[config.mk]
export PLATFORM = sky130hd
export DESIGN_NAME = esc_pkt_decoder
export DESIGN_NICKNAME = d
export VERILOG_FILES = /design/src/rtl/esc_pkt_pkg.sv /design/src/rtl/esc_byte_class.sv /design/src/rtl/esc_frame_seq.sv /design/src/rtl/esc_out_stage.sv /design/src/rtl/esc_pkt_decoder.sv
export SDC_FILE = /design/constraint.sdc
export NUM_CORES = 1
export LEC_CHECK = 0
export ABC_AREA = 1
export CORE_UTILIZATION = 54
export DETAILED_ROUTE_END_ITERATION = 10
export GPL_TIMING_DRIVEN = 0
export MAX_ROUTING_LAYER = met4
export PLACE_DENSITY = 0.94
export SYNTH_ARGS = -nofsm -noshare
export SYNTH_HDL_FRONTEND = slang
export SYNTH_HIERARCHICAL = 1
export SYNTH_SLANG_ARGS = --single-unit
export TNS_END_PERCENT = 10
[constraint.sdc]
create_clock -name clk_i -period 2.65 [get_ports clk_i]
set_clock_uncertainty 0.15 [all_clocks]
set_input_delay 0.53 -clock clk_i [delete_from_list [all_inputs] [get_ports clk_i]]
set_output_delay 0.53 -clock clk_i [all_outputs]
set_load 0.02 [all_outputs]
[src/rtl/esc_pkt_pkg.sv]
package esc_pkt_pkg;
  localparam int BYTE_W = 8;

  localparam logic [BYTE_W-1:0] CODE_SOP  = 8'h7A;
  localparam logic [BYTE_W-1:0] CODE_EOP  = 8'h7B;
  localparam logic [BYTE_W-1:0] CODE_CHAN = 8'h7C;
  localparam logic [BYTE_W-1:0] CODE_PESC = 8'h7D;
  localparam logic [BYTE_W-1:0] CODE_IDLE = 8'h4A;
  localparam logic [BYTE_W-1:0] CODE_LESC = 8'h4D;
  localparam logic [BYTE_W-1:0] ESC_MASK  = 8'h20;

  typedef enum logic [2:0] {
    CLS_DATA,
    CLS_IDLE,
    CLS_SOP,
    CLS_EOP,
    CLS_CHAN,
    CLS_ESC
  } byte_cls_e;

  typedef struct packed {
    logic open;   // packet in progress
    logic first;  // next payload byte is the first
    logic esc;    // escape pending
    logic eop;    // end marker seen, next byte is last
    logic chan;   // channel number expected
  } dec_st_t;
endpackage

[src/rtl/esc_byte_class.sv]
module esc_byte_class
  import esc_pkt_pkg::*;
#(
  parameter int W = BYTE_W
) (
  input  logic [W-1:0] byte_i,
  output byte_cls_e    cls_o
);
  always_comb begin
    unique case (byte_i)
      CODE_IDLE:            cls_o = CLS_IDLE;
      CODE_SOP:             cls_o = CLS_SOP;
      CODE_EOP:             cls_o = CLS_EOP;
      CODE_CHAN:            cls_o = CLS_CHAN;
      CODE_PESC, CODE_LESC: cls_o = CLS_ESC;
      default:              cls_o = CLS_DATA;
    endcase
  end
endmodule

[src/rtl/esc_frame_seq.sv]
module esc_frame_seq
  import esc_pkt_pkg::*;
#(
  parameter int W = BYTE_W
) (
  input  logic         clk_i,
  input  logic         rst_ni,
  input  logic         vld_i,
  input  byte_cls_e    cls_i,
  input  logic [W-1:0] byte_i,
  output logic         emit_o,
  output logic         emit_sop_o,
  output logic         emit_eop_o,
  output logic         flip_o,
  output logic         err_o
);
  localparam dec_st_t ST_IDLE  = '0;
  localparam dec_st_t ST_FRESH = '{open: 1'b1, first: 1'b1, esc: 1'b0, eop: 1'b0, chan: 1'b0};

  dec_st_t st_q, st_d;

  always_comb begin
    st_d   = st_q;
    emit_o = 1'b0;
    err_o  = 1'b0;
    if (vld_i) begin
      if (!st_q.open) begin
        if (cls_i == CLS_SOP) st_d = ST_FRESH;
      end else if (cls_i == CLS_IDLE) begin
        st_d = st_q;
      end else if (st_q.chan) begin
        if (byte_i != '0) err_o = 1'b1;
        else              st_d.chan = 1'b0;
      end else begin
        unique case (cls_i)
          CLS_SOP: st_d = ST_FRESH;
          CLS_EOP: begin
            if (st_q.esc || st_q.eop) err_o = 1'b1;
            else                      st_d.eop = 1'b1;
          end
          CLS_CHAN: begin
            if (st_q.esc || st_q.eop) err_o = 1'b1;
            else                      st_d.chan = 1'b1;
          end
          CLS_ESC: begin
            if (st_q.esc) err_o = 1'b1;
            else          st_d.esc = 1'b1;
          end
          default: begin
            emit_o      = 1'b1;
            st_d.esc    = 1'b0;
            st_d.first  = 1'b0;
            if (st_q.eop) st_d = ST_IDLE;
          end
        endcase
      end
      if (err_o) st_d = ST_IDLE;
    end
  end

  assign emit_sop_o = st_q.first;
  assign emit_eop_o = st_q.eop;
  assign flip_o     = st_q.esc;

  always_ff @(posedge clk_i or negedge rst_ni) begin
    if (!rst_ni) st_q <= ST_IDLE;
    else         st_q <= st_d;
  end
endmodule

[src/rtl/esc_out_stage.sv]
module esc_out_stage
  import esc_pkt_pkg::*;
#(
  parameter int W = BYTE_W
) (
  input  logic         clk_i,
  input  logic         rst_ni,
  input  logic         emit_i,
  input  logic         sop_i,
  input  logic         eop_i,
  input  logic         flip_i,
  input  logic         err_i,
  input  logic [W-1:0] byte_i,
  output logic         vld_o,
  output logic [W-1:0] data_o,
  output logic         sop_o,
  output logic         eop_o,
  output logic         err_o
);
  logic [W-1:0] mask;
  assign mask = flip_i ? W'(ESC_MASK) : '0;

  always_ff @(posedge clk_i or negedge rst_ni) begin
    if (!rst_ni) begin
      vld_o  <= 1'b0;
      data_o <= '0;
      sop_o  <= 1'b0;
      eop_o  <= 1'b0;
      err_o  <= 1'b0;
    end else begin
      vld_o <= emit_i;
      sop_o <= emit_i & sop_i;
      eop_o <= emit_i & eop_i;
      err_o <= err_i;
      if (emit_i) data_o <= byte_i ^ mask;
    end
  end
endmodule

[src/rtl/esc_pkt_decoder.sv]
module esc_pkt_decoder
  import esc_pkt_pkg::*;
(
  input  logic        clk_i,
  input  logic        rst_ni,
  input  logic        byte_vld_i,
  input  logic [7:0]  byte_i,
  output logic        data_vld_o,
  output logic [7:0]  data_o,
  output logic        sop_o,
  output logic        eop_o,
  output logic        err_o
);
  localparam int W = BYTE_W;

  byte_cls_e cls;
  logic      emit, emit_sop, emit_eop, flip, seq_err;

  esc_byte_class #(.W(W)) i_class (
    .byte_i (byte_i),
    .cls_o  (cls)
  );

  esc_frame_seq #(.W(W)) i_seq (
    .clk_i      (clk_i),
    .rst_ni     (rst_ni),
    .vld_i      (byte_vld_i),
    .cls_i      (cls),
    .byte_i     (byte_i),
    .emit_o     (emit),
    .emit_sop_o (emit_sop),
    .emit_eop_o (emit_eop),
    .flip_o     (flip),
    .err_o      (seq_err)
  );

  esc_out_stage #(.W(W)) i_out (
    .clk_i  (clk_i),
    .rst_ni (rst_ni),
    .emit_i (emit),
    .sop_i  (emit_sop),
    .eop_i  (emit_eop),
    .flip_i (flip),
    .err_i  (seq_err),
    .byte_i (byte_i),
    .vld_o  (data_vld_o),
    .data_o (data_o),
    .sop_o  (sop_o),
    .eop_o  (eop_o),
    .err_o  (err_o)
  );
endmodule

==> results.ini <==
[clock_network]
htreeDepth=1
cts_sinks=17
cts-root-buf=clkbuf_4
numCtsBuffers=3
clk_path_buf_depth=2
cts_tree=yes
cts_hold_buffers=0
cts.clk_slew.worst_paths_ns=0.09
clock_latency_ns=0.28

[logic_synthesis]
yosys_warnings=6
ys_seq_area_share_pct=38.1
synth_area_per_cell_um2=7.07
synth_area_um2=1120
synth.distinct_cells=24
synth.ff_latch_count=17
synthCells=158
synth_nets=170

[timing]
slew_violations=0
slew_headroom_pct=50.9
fin_crit_sh_pct=96.8
hold_viol_final=0
fin_crit_ns=2.57
fmax_ghz=0.390
setup_viol=0
worst_slew_pin_slew_ns=0.734

[setup_path]
critPathMaxFanout=6
timing.rr.start=i_seq/st_q[0]
crit_type=input port to flop
r2r_end=i_seq/flip_o
cp-start-kind=input port
worst-path-buf-inv=2
crit_chain=clkdlybuf4s50_1 -> nor2_4 -> nand2_2 -> a211oi_4 -> buf_4 -> nand3_1 -> nor2_2 -> o21ai_2 -> a21oi_4 -> nand2_1 -> nand2_1 -> nand2_1
arrival_ns=2.58
cpPeakStageDelay_ns=0.50
end_kind=flop
slowest_stage=clkdlybuf4s50_1
path_delay_family=simple AND/OR/NAND/NOR gates
reg2reg_depth=10
cp.required_ns=2.67
crit_top_cell=nand2_1
critical_path.startpoint=byte_i[7]
rrSetupSlack_ns=1.12

[floorplan]
start_util_pct=57.0
row_count=16
io_pins=23
fp.dieH_um=47.5
fp.dieW_um=47.5
coreArea_um2=1960
die_area_um2=2250

[route]
drc_errors=0
viasPerCell=5.10
wl_per_cell_um=11.5
postRouteWirelength_um=2460
postRouteAntennaNets=0
drt_iter0_drc=32
first_pass_iters=4
vias=1087

[outcome]
outcome=finished clean

[power]
powerDensity_nw_per_um2=808
power.leakage_nw=0.762
ir_drop_uv=395

[worst_hold_path]
holdCritStartpoint=i_out/data_o[0]
hold_path_end=i_out/data_o[0]
hold_depth=2
hp-class=flop to flop

[global_route]
grt_usage_pct=26.5
grt_pass1_wl_um=4060
overflow=0
grt_pass1_vias=959
grt_max_degree=18
antenna_found_initial=0

[final_layout]
area_growth_pct=28.9
finish.utilization_pct=73.4
n_antenna_cell=0
fin_nets=199
stdcell_count=213
drive_gt1_share_pct=18.8

[place]
io_buffers=22
hpwl_um=1930
gp_congestion=0.869
post-place-cells=207

[job]
cap_viol_max_count=0

-- synthesized netlist by cell type (all sizes together) --
master | count | area share (%)
a211oi | 1 | 1.1
a21oi | 7 | 4.5
buf | 2 | 1.7
dfrtp | 17 | 38
ha | 1 | 1.1
inv | 24 | 8.1
nand2 | 60 | 23
nand3 | 17 | 9.0
nand4 | 2 | 1.1
nor2 | 20 | 8.3
nor3 | 1 | 0.45
o211ai | 2 | 1.3
o21ai | 2 | 1.6
or2 | 2 | 1.1
-- sequential cells by signal (all words and copies together) (netlist names) --
signal / cells
i_out/data_o: 8
i_out/eop_o: 1
i_out/err_o: 1
i_out/sop_o: 1
i_out/vld_o: 1
i_seq/emit_eop_o: 1
i_seq/emit_sop_o: 1
i_seq/flip_o: 1
i_seq/st_q: 2
-- worst max-delay path by stage --
stage                                   to  slack, ns  cells after the start
after detailed placement   i_out/data_o[6]      -0.38                     12
after CTS                  i_out/data_o[6]       0.02                     12
after floorplan            i_out/data_o[5]       0.53                     11
after global placement     i_out/data_o[5]      -0.27                     12
after global routing      i_seq/emit_sop_o      -0.02                     12
final                     i_seq/emit_eop_o       0.08                     12
-- logic make-up after synthesis --
logic type                 synth area share [%]
and+or+nand+nor                            42.6
buffers and inverters                      9.74
DFF                                        38.1
adders and majority gates                  1.12
AOI/OAI and AO/OA                          8.51
-- power by group --
group / switching (mW) / internal (mW)
sequential: 0.0417 / 0.345
clock: 0.0720 / 0.0583
combinational: 0.387 / 0.261
-- repair_timing --
action,4_1_cts,5_1_grt
gates resized for setup,2,6
setup buffers,0,2
endpoints found under the setup margin,9,13
pin swaps,0,2
-- cell usage in the layout (no fill, tap or decap), types with 3 or more instances in the layout --
cell,instances
nand2_1,55
clkdlybuf4s50_1,19
inv_1,17
dfrtp_1,17
nor2_1,14
nand3_1,13
inv_2,7
a21oi_1,5
nor2_2,4
nand3_2,4
clkbuf_4,3
buf_4,3
nand2_4,3
dlymetal6s2s_1,3
-- worst register-to-register path, cell delays in order, from the launching register on --
cell     delay (ns)
dfrtp_1        0.42
inv_2          0.12
nor2_2         0.04
nand3_1        0.10
nor2_1         0.06
nor2_2         0.17
nand2_4        0.10
nand2_1        0.09
nand2_1        0.06
nand2_1        0.06
nand2_1        0.05
-- metal layers --
layer | track usage (%) | vias to the layer above | wire (um)
met5 | - | - | 0
met4 | 7.43 | 0 | 0
met3 | 3.77 | 0 | 100
met2 | 45.5 | 32 | 1280
met1 | 32.1 | 512 | 1080
li1 | - | 543 | -
-- area by class of cell --
type	instances	area, um^2
multi-input combinational	115	603
fill	158	522
sequential	17	425
timing repair buffer	24	243
inverter	24	90.1
tap	27	33.8
clock buffer	4	26.3
buffer	2	18.8
-- per-stage QoR --
| step | TNS [ns] | hold WS [ns] | power (mW) | worst slack [ns] | area (um^2) |
|---|---|---|---|---|---|
| final | 0 | 0.328 | 1.16 | 0.0845 | 1440 |
| after global routing | -0.0455 | 0.345 | 1.25 | -0.0195 | 1440 |
| after CTS | 0 | 0.329 | 1.16 | 0.0150 | 1410 |
| after detailed placement | -4.06 | 0.308 | 1.02 | -0.382 | 1370 |
| after global placement | -2.61 | 0.300 | 1.00 | -0.266 | 1370 |
| after floorplan | 0 | 0.0844 | 0.792 | 0.530 | 1120 |
No activity file was read; power rests on OpenSTA's default activity.
